`src/rtl/asp_pkg.sv`:
```
package asp_pkg;

    localparam int SAMPLE_W   = 24;
    localparam int NARROW_W   = 16;
    localparam int SLOT_W     = 6;
    localparam int DIV_W      = 3;
    localparam int HALF_SLOTS = 32;
    localparam int SYNC_STAGES = 2;

    typedef struct packed {
        logic             master;
        logic [DIV_W-1:0] half_div;
        logic             hpf_en;
    } mode_t;

    // Pin code to role, bit-clock half period (master clocks) and filter enable
    function automatic mode_t decode_mode(input logic [2:0] code);
        mode_t m;
        m.master   = 1'b0;
        m.half_div = DIV_W'(2);
        m.hpf_en   = 1'b1;
        case (code)
            3'b001: m.hpf_en = 1'b0;
            3'b010: begin m.master = 1'b1; m.half_div = DIV_W'(2); end
            3'b011: begin m.master = 1'b1; m.half_div = DIV_W'(4); end
            3'b110: begin m.master = 1'b1; m.half_div = DIV_W'(3); end
            3'b111: begin m.master = 1'b1; m.half_div = DIV_W'(6); end
            default: ;
        endcase
        return m;
    endfunction

endpackage

```
`src/rtl/asp_bitclk_gen.sv`:
```
module asp_bitclk_gen #(
    parameter int DIV_W      = 3,
    parameter int HALF_SLOTS = 32
) (
    input  logic             mclk,
    input  logic             rst_n,
    input  logic             en_i,
    input  logic [DIV_W-1:0] half_i,
    output logic             sclk_o,
    output logic             lrck_o,
    output logic             fall_o,
    output logic             lrck_nxt_o
);
    localparam int BIT_W = $clog2(HALF_SLOTS);

    typedef struct packed {
        logic [DIV_W-1:0] cnt;
        logic [BIT_W-1:0] slot;
        logic             sclk;
        logic             lrck;
    } gen_t;

    localparam gen_t GEN_RST = '{cnt: '0, slot: '1, sclk: 1'b0, lrck: 1'b0};

    gen_t st_d, st_q;

    always_comb begin
        st_d   = st_q;
        fall_o = 1'b0;
        if (!en_i) begin
            st_d = GEN_RST;
        end else if (st_q.cnt == half_i - DIV_W'(1)) begin
            st_d.cnt  = '0;
            st_d.sclk = ~st_q.sclk;
            if (st_q.sclk) begin
                fall_o    = 1'b1;
                st_d.slot = st_q.slot + BIT_W'(1);
                if (&st_q.slot) begin
                    st_d.lrck = ~st_q.lrck;
                end
            end
        end else begin
            st_d.cnt = st_q.cnt + DIV_W'(1);
        end
        lrck_nxt_o = st_d.lrck;
    end

    always_ff @(posedge mclk or negedge rst_n) begin
        if (!rst_n) begin
            st_q <= GEN_RST;
        end else begin
            st_q <= st_d;
        end
    end

    assign sclk_o = st_q.sclk;
    assign lrck_o = st_q.lrck;

    // word clock moves only with a bit clock falling edge
    p_lrck_on_fall_r2: assert property (@(posedge mclk) disable iff (!rst_n)
        (en_i && $past(en_i) && (lrck_o != $past(lrck_o))) |-> ($past(sclk_o) && !sclk_o));

    // every bit clock high phase lasts at least two master clocks
    p_sclk_hold_r2: assert property (@(posedge mclk) disable iff (!rst_n)
        (en_i && $past(en_i) && $rose(sclk_o)) |=> (!en_i || $stable(sclk_o)));

endmodule

```
`src/rtl/asp_in_sync.sv`:
```
module asp_in_sync #(
    parameter int STAGES = 2
) (
    input  logic mclk,
    input  logic rst_n,
    input  logic sclk_i,
    input  logic lrck_i,
    output logic fall_o,
    output logic lrck_o
);
    typedef struct packed {
        logic [STAGES:0]   sck;
        logic [STAGES-1:0] lr;
    } sync_t;

    sync_t st_d, st_q;

    always_comb begin
        st_d     = st_q;
        st_d.sck = {st_q.sck[STAGES-1:0], sclk_i};
        st_d.lr  = {st_q.lr[STAGES-2:0], lrck_i};
    end

    always_ff @(posedge mclk or negedge rst_n) begin
        if (!rst_n) begin
            st_q <= '0;
        end else begin
            st_q <= st_d;
        end
    end

    // The last word clock stage lines up with the newer of the two bit clock taps
    assign fall_o = st_q.sck[STAGES] & ~st_q.sck[STAGES-1];
    assign lrck_o = st_q.lr[STAGES-1];

endmodule

```
`src/rtl/asp_frame_shifter.sv`:
```
module asp_frame_shifter #(
    parameter int SAMPLE_W = 24,
    parameter int NARROW_W = 16,
    parameter int SLOT_W   = 6
) (
    input  logic                mclk,
    input  logic                rst_n,
    input  logic                fall_i,
    input  logic                lrck_i,
    input  logic                i2s_i,
    input  logic                narrow_ok_i,
    input  logic [SAMPLE_W-1:0] left_i,
    input  logic [SAMPLE_W-1:0] right_i,
    output logic                sdto_o
);
    localparam logic [SLOT_W:0]   NB_WIDE   = (SLOT_W+1)'(SAMPLE_W);
    localparam logic [SLOT_W:0]   NB_NARROW = (SLOT_W+1)'(NARROW_W);
    localparam logic [SLOT_W:0]   POS_ONE   = (SLOT_W+1)'(1);
    localparam logic [SLOT_W-1:0] WIDE_LAST = SLOT_W'(SAMPLE_W-1);

    typedef struct packed {
        logic                lrck_seen;
        logic [SLOT_W-1:0]   slot;
        logic                narrow;
        logic [SAMPLE_W-1:0] word;
        logic [SAMPLE_W-1:0] shadow_r;
        logic                sdto;
    } shf_t;

    shf_t st_d, st_q;

    logic [SLOT_W:0] nb, pos, dly;
    logic            left, is_edge;

    function automatic logic bit_at(input logic [SAMPLE_W-1:0] w, input logic [SLOT_W:0] p);
        logic [SAMPLE_W-1:0] s;
        s = w << p;
        return s[SAMPLE_W-1];
    endfunction

    always_comb begin
        st_d    = st_q;
        dly     = {{SLOT_W{1'b0}}, i2s_i};
        nb      = st_q.narrow ? NB_NARROW : NB_WIDE;
        pos     = '0;
        left    = i2s_i ? ~lrck_i : lrck_i;
        is_edge = fall_i && (lrck_i != st_q.lrck_seen);
        if (is_edge) begin
            // width of the half just ended decides narrow or wide words
            st_d.narrow    = narrow_ok_i && (st_q.slot < WIDE_LAST);
            st_d.lrck_seen = lrck_i;
            st_d.slot      = '0;
            nb             = st_d.narrow ? NB_NARROW : NB_WIDE;
            pos            = {1'b0, st_q.slot} + POS_ONE - dly;
            if (left) begin
                st_d.word     = left_i;
                st_d.shadow_r = right_i;
            end else begin
                st_d.word     = st_q.shadow_r;
            end
            if (i2s_i) begin
                // first slot of a half carries the delayed tail of the previous word
                st_d.sdto = (pos < nb) ? bit_at(st_q.word, pos) : 1'b0;
            end else begin
                st_d.sdto = st_d.word[SAMPLE_W-1];
            end
        end else if (fall_i) begin
            if (st_q.slot != '1) begin
                st_d.slot = st_q.slot + SLOT_W'(1);
            end
            pos       = {1'b0, st_d.slot} - dly;
            st_d.sdto = (({1'b0, st_d.slot} >= dly) && (pos < nb)) ? bit_at(st_q.word, pos) : 1'b0;
        end
    end

    always_ff @(posedge mclk or negedge rst_n) begin
        if (!rst_n) begin
            st_q <= '{lrck_seen: 1'b0, slot: '1, narrow: 1'b0, word: '0, shadow_r: '0, sdto: 1'b0};
        end else begin
            st_q <= st_d;
        end
    end

    assign sdto_o = st_q.sdto;

    // data line moves only on a bit clock falling edge
    p_sdto_on_fall_r3: assert property (@(posedge mclk) disable iff (!rst_n)
        (sdto_o != $past(sdto_o)) |-> $past(fall_i));

    // the right sample held for a frame is only replaced at a bit clock edge event
    p_shadow_frame_r9: assert property (@(posedge mclk) disable iff (!rst_n)
        (st_q.shadow_r != $past(st_q.shadow_r)) |-> ($past(fall_i) && ($past(lrck_i) != $past(st_q.lrck_seen))));

endmodule

```
`src/rtl/audio_serial_tx.sv`:
```
module audio_serial_tx
    import asp_pkg::*;
#(
    parameter int SAMPLE_W = asp_pkg::SAMPLE_W
) (
    input  logic                mclk,
    input  logic                rst_n,
    input  logic [2:0]          mode_sel,
    input  logic                fmt_i2s,
    input  logic [SAMPLE_W-1:0] left_sample,
    input  logic [SAMPLE_W-1:0] right_sample,
    input  logic                sclk_i,
    input  logic                lrck_i,
    output logic                sclk_o,
    output logic                lrck_o,
    output logic                sdto,
    output logic                master_mode,
    output logic                hpf_en
);
    mode_t mode;
    logic  gen_fall, gen_lrck_nxt;
    logic  syn_fall, syn_lrck;
    logic  bit_fall, word_clk;

    assign mode        = decode_mode(mode_sel);
    assign master_mode = mode.master;
    assign hpf_en      = mode.hpf_en;

    asp_bitclk_gen #(
        .DIV_W      (DIV_W),
        .HALF_SLOTS (HALF_SLOTS)
    ) u_gen (
        .mclk       (mclk),
        .rst_n      (rst_n),
        .en_i       (mode.master),
        .half_i     (mode.half_div),
        .sclk_o     (sclk_o),
        .lrck_o     (lrck_o),
        .fall_o     (gen_fall),
        .lrck_nxt_o (gen_lrck_nxt)
    );

    asp_in_sync #(
        .STAGES (SYNC_STAGES)
    ) u_sync (
        .mclk   (mclk),
        .rst_n  (rst_n),
        .sclk_i (sclk_i),
        .lrck_i (lrck_i),
        .fall_o (syn_fall),
        .lrck_o (syn_lrck)
    );

    assign bit_fall = mode.master ? gen_fall     : syn_fall;
    assign word_clk = mode.master ? gen_lrck_nxt : syn_lrck;

    asp_frame_shifter #(
        .SAMPLE_W (SAMPLE_W),
        .NARROW_W (NARROW_W),
        .SLOT_W   (SLOT_W)
    ) u_shf (
        .mclk        (mclk),
        .rst_n       (rst_n),
        .fall_i      (bit_fall),
        .lrck_i      (word_clk),
        .i2s_i       (fmt_i2s),
        .narrow_ok_i (~mode.master),
        .left_i      (left_sample),
        .right_i     (right_sample),
        .sdto_o      (sdto)
    );

    // generated clocks stay quiet while following external clocks
    p_slave_quiet_r10: assert property (@(posedge mclk) disable iff (!rst_n)
        (!mode.master && $past(!mode.master)) |-> (!sclk_o && !lrck_o));

endmodule

```
`config.mk`:
```
export PLATFORM = sky130hd
export DESIGN_NAME = audio_serial_tx
export DESIGN_NICKNAME = d
export VERILOG_FILES = /design/src/rtl/asp_pkg.sv /design/src/rtl/asp_bitclk_gen.sv /design/src/rtl/asp_in_sync.sv /design/src/rtl/asp_frame_shifter.sv /design/src/rtl/audio_serial_tx.sv
export SDC_FILE = /design/constraint.sdc
export NUM_CORES = 1
export LEC_CHECK = 0
export ABC_CLOCK_PERIOD_IN_PS = 4400
export BUFFER_PORTS_ARGS = -buffer_cell sky130_fd_sc_hd__buf_4
export CORE_ASPECT_RATIO = 0.6
export CORE_UTILIZATION = 50
export CTS_CLUSTER_SIZE = 24
export DETAILED_ROUTE_END_ITERATION = 8
export MAX_ROUTING_LAYER = met4
export PLACE_DENSITY = 0.71
export SYNTH_ARGS = -nofsm -noshare
export SYNTH_HDL_FRONTEND = slang
export SYNTH_SLANG_ARGS = --single-unit
```
`constraint.sdc`:
```
create_clock -name mclk -period 4.4 [get_ports mclk]
set_input_delay 0.44 -clock mclk [delete_from_list [all_inputs] [get_ports mclk]]
set_output_delay 0.44 -clock mclk [all_outputs]
set_load 0.01 [all_outputs]
```
**Word level (Yosys, flattened, before mapping)**

Index checks and enable logic that the tools add are counted.
W data, S select, Z words.

- Flip-flop bits (word level): 72
- Input port bits: 56
- Word-level logic and storage cells: 74

- Add/sub/neg operators: 7
- Magnitude comparators: 4
- Equal/unequal tests: 10
- Shifts and indexed selects: 2
- Mux-type cells: 26
- Bitwise operators: 6
- Reduce and logical (&&, ||, !) cells: 7

Operators with widths:

| kind | count |
|---|---|
| $shl A24 B7 Y24 | 2 |
| $mux W6 | 5 |
| $mux W24 | 1 |
| $pmux W4 S4 | 1 |
| $lt A7 B7 Y1 | 2 |
| $mux W1 | 13 |
| $mux W10 | 1 |
| $mux W4 | 2 |
| $add A6 B1 Y7 const B | 1 |
| $mux W7 | 1 |
| $sub A6 B1 Y7 | 1 |
| $sub A7 B1 Y7 | 1 |
| $add A6 B1 Y6 const B | 1 |
| $eq A3 B2 Y1 const B | 2 |
| $eq A3 B3 Y1 const B | 2 |
| $ge A6 B1 Y1 | 1 |
| $lt A6 B5 Y1 const B | 1 |
| $ne A6 B6 Y1 const B | 1 |
| $add A5 B1 Y5 const B | 1 |
| $mux W5 | 1 |
| $not A1 Y1 | 5 |
| $reduce_and A5 Y1 | 1 |
| $ne A2 B1 Y1 const B | 2 |
| $reduce_and A2 Y1 | 2 |
| 9 further kinds | 11 |

**Logic depth before layout (Yosys ltp)**

- Word-level depth: 16
- Mapped depth: 15
- Gate-level depth less buffers: 12

**Hierarchy**

Synthesis repeated with hierarchy kept, for this count alone.

- Cells, all modules: 354
- Area total of the unflattened synthesis: 4,121.5 um^2

Modules (own cells, without submodules):

| module | instances | cells an instance | area an instance (um^2) |
|---|---|---|---|
| asp_frame_shifter | 1 | 292 | 3,365.7 |
| asp_bitclk_gen | 1 | 48 | 553.0 |
| asp_in_sync | 1 | 6 | 138.9 |
| audio_serial_tx | 1 | 8 | 63.8 |

**Worst setup path after synthesis**

OpenSTA, ideal clock, no wires.

- Path type: in2reg
- From: input mode_sel[1]
- To: register u_shf.st_q[10] in the netlist's numbering
- Library setup time: 125 ps
- Arrival time: 3,331 ps
- Required time: 4,275 ps
- Path slack: 943 ps
- Stages on the path: 15
- Cells stage by stage: buf_4 clkbuf_1 clkbuf_1 nand3b_1 ha_1 xnor2_1 a2111oi_4 and3_1 buf_4 a21o_4 and2_1 buf_6 nand2_4 buf_6 mux2_4

- Cells in the longest elaborated chain, start to end: 10

RTL lines:

| element | line | RTL |
|---|---|---|
| from (decl) | audio_serial_tx.sv:8 | `input logic [2:0] mode_sel,` |
| $eq A3 B3 Y1 / $eq A3 B2 Y1 (equally long branches) | asp_pkg.sv:22 | `case (code)` |
| $pmux W4 S4 * | asp_pkg.sv:22 |  |
| $sub A3 B1 Y3 | asp_bitclk_gen.sv:32 | `end else if (st_q.cnt == half_i - DIV_W'(1)) begin` |
| $eq A3 B3 Y1 | asp_bitclk_gen.sv:32 |  |
| $mux W7 | asp_bitclk_gen.sv:32 |  |
| $mux W10 | asp_bitclk_gen.sv:30 | `if (!en_i) begin` |
| $mux W1 | audio_serial_tx.sv:55 | `assign word_clk = mode.master ? gen_lrck_nxt : syn_lrck;` |
| $ne A1 B1 Y1 / $not A1 Y1 (equally long branches) | asp_frame_shifter.sv:47, asp_frame_shifter.sv:46 |  |
| $logic_and A1 B1 Y1 / $mux W1 (equally long branches) | asp_frame_shifter.sv:47, asp_frame_shifter.sv:46 |  |
| $reduce_and A2 Y1 (no source line) * | n/a |  |
| to (signal assigned) | asp_frame_shifter.sv:78 | `st_q <= '{lrck_seen: 1'b0, slot: '1, narrow: 1'b0, word: '0, shadow_r: '0, sdto: 1'b0};` |
| to (signal assigned) | asp_frame_shifter.sv:80 | `st_q <= st_d;` |
| to (decl) | asp_frame_shifter.sv:30 | `shf_t st_d, st_q;` |

Mark *: on every way between the ends. The rest lies on a longest branch, timed or not. The select of a mux whose other input is x is not followed.
A chain may end at the register's enable or synchronous reset.

**Worst setup path after layout**

- From: input mode_sel[1]
- To: register u_shf.st_q[23] in the netlist's numbering

Same word-level chain as after synthesis.

==> flow_metrics.py <==
metrics = {
    "placed_design": {
        "placed_wire_length_estimate_after_detailed_placement_um": 6753,
        "placed_area_um2": 4761,
        "routabilityCongestion": 0.8424,
        "port_buffers": 60,
    },
    "cells_and_area": {
        "layout.area.seq_um2": 1815,
        "drive_gt1_frac": 0.3023,
        "antenna_cells": 0,
        "multi_input_comb_area_um2": 2300,
        "finish.net_count": 508,
        "layout.filler_cells": 653,
        "finalInstanceArea_um2": 5066,
        "synthesis_to_layout_area_growth_pct": 18.81,
    },
    "sta": {
        "finalSetupTns_ps": 0,
        "timing_worst_slew_pin_value_ps": 940.9,
        "grt_setup_unrepaired": "false",
        "slew_limit_headroom": 0.3727,
        "layout_worst_path_cycle_share": 0.7437,
        "timing_hold_violations_final": 0,
        "fin_worst_hold_slack_ps": 208.0,
        "timing.final.setup_violations": 0,
        "fin_crit_ps": 3272,
        "timing.fmax_mhz": 305.6,
        "slew_viol_final": 0,
        "fin_skew_ps": 5.714,
    },
    "yosys": {
        "synth-adder-area-share": 0.04988,
        "yosysSeqAreaShare": 0.4258,
        "synth_edf_count": 0,
        "syn_area_per_cell_um2": 11.22,
        "synth_async_sr_flop_share": 1.000,
        "cell_count_after_synthesis": 380,
        "synthDistinctLibCells": 50,
        "synth.cell_area_um2": 4264,
        "synth.area.mux_share": 0.2121,
        "yosysWarnings": 0,
        "synth_fp_nets": 453,
        "count_of_state_elements_after_synthesis": 72,
        "synthesized_area_fraction_occupied_by_ao_oa_aoi_and_oai_cells": 0.09859,
        "synthSimpleGateAreaFrac": 0.1291,
        "synthXorXnorAreaFrac": 0.04959,
        "synth_top_family_by_area": "multiplexers",
        "synthFlopType": "sky130_fd_sc_hd__dfrtp_1",
    },
    "detailed_routing": {
        "routed_wirelength_um": 9309,
        "drt_pass_1_iters": 5,
        "residual_drc_count": 0,
        "drt_first_iter_violations": 237,
        "detail-route-antenna-nets": 0,
        "num_vias": 3095,
        "vias_cell": 5.648,
        "post_drt_wl_per_cell_um": 16.99,
    },
    "outcome": {
        "status": "completed",
    },
    "grt": {
        "first_pass_grt_wire_length_um": 15250,
        "grt_antenna_before_repair": 0,
        "first_global_vias": 2924,
        "grt.total_usage": 0.2380,
        "globalRoute.totalOverflow": 0,
        "grt_start_max_net_pins": 73,
    },
    "setup_path": {
        "critical_path.endpoint_type": "flop",
        "critical_path_class": "primary input to flop",
        "worstRegToRegCells": 10,
        "timing.critical_path.required_ps": 4620,
        "worstSetupStartpointType": "primary input",
        "crit_fanout": 29,
        "worst-endpoint-arrival_ps": 3490,
    },
    "job": {
        "max-cap-violations": 0,
    },
    "cts": {
        "cts.sink_count": 72,
        "root_buffer": "sky130_fd_sc_hd__clkbuf_16",
        "path_clk_slew_ps": 60,
        "cts_hold_buffers": 0,
        "insertion_delay_ps": 340,
        "cts_tree": "done",
        "clk_path_buf_depth": 2,
        "cts.htree.levels": 3,
        "tritoncts.num_buffers": 9,
        "cts_resized": 0,
        "cts.repair_timing.setup_buffer_count": 0,
    },
    "die": {
        "num_rows": 25,
        "dieWidth_um": 121.2,
        "initial_utilization": 0.5284,
        "dieHeight_um": 73.53,
        "dieArea_um2": 8913,
        "core_um2": 8070,
        "boundaryPins": 61,
    },
    "power_and_ir_drop": {
        "power_mw": 3.156,
        "leakage_nw": 2.336,
        "power_per_cell_area_nw_per_um2": 623.0,
        "ir_worst_vdd_uv": 279.1,
    },
    "min_path": {
        "whs_path_depth": 1,
        "worstHoldPathType": "primary input to flop",
    },
}
cells in the mapped netlist (3+ instances only):
library cell               number  area [um2]
sky130_fd_sc_hd__mux2_4        20       300.3
sky130_fd_sc_hd__and3_1         7       43.79
sky130_fd_sc_hd__dfrtp_1       61        1526
sky130_fd_sc_hd__dfstp_2       11       289.0
sky130_fd_sc_hd__clkbuf_1      10       37.54
sky130_fd_sc_hd__nand3_1       11       55.05
sky130_fd_sc_hd__a211oi_1       3       22.52
sky130_fd_sc_hd__a31oi_1        3       18.77
sky130_fd_sc_hd__mux4_2        11       247.7
sky130_fd_sc_hd__nor3_1         3       15.01
sky130_fd_sc_hd__nor2_1        37       138.9
sky130_fd_sc_hd__and2_1         3       18.77
sky130_fd_sc_hd__a21oi_1       32       160.2
sky130_fd_sc_hd__mux2_2         5       56.30
sky130_fd_sc_hd__mux2i_1       30       300.3
sky130_fd_sc_hd__nand2_1       25       93.84
sky130_fd_sc_hd__o21ai_0       10       50.05
sky130_fd_sc_hd__inv_1         10       37.54
sky130_fd_sc_hd__buf_4          4       30.03
sky130_fd_sc_hd__ha_1          17       212.7
sky130_fd_sc_hd__nor3b_1        5       37.54
sky130_fd_sc_hd__o31ai_1        3       22.52
sky130_fd_sc_hd__buf_6          3       33.78
sky130_fd_sc_hd__xnor2_1       18       157.7
sky130_fd_sc_hd__xor2_1         3       26.28
worst max-delay path, stage by stage:
cell and delay, ps:
sky130_fd_sc_hd__buf_4 250, sky130_fd_sc_hd__nand3b_1 120, sky130_fd_sc_hd__ha_1 320, sky130_fd_sc_hd__xnor2_1 160, sky130_fd_sc_hd__a2111oi_4 470, sky130_fd_sc_hd__and3_1 410, sky130_fd_sc_hd__a21o_4 220, sky130_fd_sc_hd__and2_1 130
sky130_fd_sc_hd__buf_4 240, sky130_fd_sc_hd__nand2_4 300, sky130_fd_sc_hd__mux2_4 410
placed cells by master, fill, tap and decap left out, types with 3 or more instances in the layout:
cell type	instances
sky130_fd_sc_hd__and2_1	3
sky130_fd_sc_hd__a31oi_1	3
sky130_fd_sc_hd__buf_4	63
sky130_fd_sc_hd__a211oi_1	3
sky130_fd_sc_hd__ha_1	17
sky130_fd_sc_hd__nor2_1	37
sky130_fd_sc_hd__nor3_1	3
sky130_fd_sc_hd__dfstp_2	11
sky130_fd_sc_hd__xnor2_1	18
sky130_fd_sc_hd__mux2_2	5
sky130_fd_sc_hd__o21ai_0	10
sky130_fd_sc_hd__nand3_1	11
sky130_fd_sc_hd__xor2_1	3
sky130_fd_sc_hd__inv_1	10
sky130_fd_sc_hd__nor3b_1	5
sky130_fd_sc_hd__a21oi_1	32
sky130_fd_sc_hd__dfrtp_1	61
sky130_fd_sc_hd__and3_1	7
sky130_fd_sc_hd__mux4_2	11
sky130_fd_sc_hd__clkbuf_16	9
sky130_fd_sc_hd__nand2_1	25
sky130_fd_sc_hd__mux2_4	20
sky130_fd_sc_hd__o31ai_1	3
sky130_fd_sc_hd__mux2i_1	30
worst paths after layout:
check                                from             end  slack, ps
max                           mode_sel[1]  u_shf.st_q[23]       1130
min                                lrck_i  u_sync.st_d[1]        210
max reg2reg                 u_gen.st_q[2]  u_shf.st_q[23]       1140
min reg2reg                u_sync.st_d[3]  u_sync.st_d[4]        350
max in group asynchronous           rst_n    u_gen.sclk_o       3540
min in group asynchronous           rst_n    u_shf.sdto_o        230
registers in the layout, indices dropped and copies added (netlist names):
name and cells:
u_sync.st_d 3, u_gen.st_q 8, u_gen.sclk_o 1, u_shf.st_q 56
u_sync.st_q 1, u_gen.lrck_o 1, u_sync.lrck_o 1, u_shf.sdto_o 1
metrics by stage:
step | utilization | std cells | setup WS [ps]
4_1_cts | 0.6278 | 548 | 1113
5_1_grt | 0.6278 | 548 | 905.9
2_1_floorplan | - | 380 | 943.5
3_5_place_dp | 0.5899 | 532 | 759.1
3_3_place_gp | 0.5899 | 532 | 822.3
6_report | 0.6278 | 548 | 1128
logic make-up after synthesis:
group | Yosys count
adder cells (fa/ha/maj) | 17
AO/OA/AOI/OAI | 66
buffers and inverters | 29
XOR/XNOR | 22
AND/OR/NAND/NOR | 108
multiplexers | 66
flip-flops | 72
layout make-up:
type / instances / area share
repair buffers: 63 / 0.09336
clock buffers: 10 / 0.04717
multi-input cells: 279 / 0.4539
clock inverters: 6 / 0.01309
flip-flops and latches: 72 / 0.3584
well taps: 108 / 0.02667
inverters: 10 / 0.007409
report_power, final:
group	leakage, nW	total (mW)	switching (mW)	internal, mW
Combinational	1.33	1.26	0.573	0.688
Sequential	0.851	1.15	0.218	0.935
Clock	0.153	0.740	0.285	0.456
Total	2.34	3.16	1.08	2.08
layer usage:
layer,share of wire,track usage,vias up,routed length [um]
met3,0.058,0.06832,10,538
met1,0.52,0.3496,1498,4824
met4,0.0084,0.06173,0,78
li1,-,-,1490,-
met2,0.42,0.3175,97,3867
met5,0,-,-,0
Power figures use the tool's default switching activity.
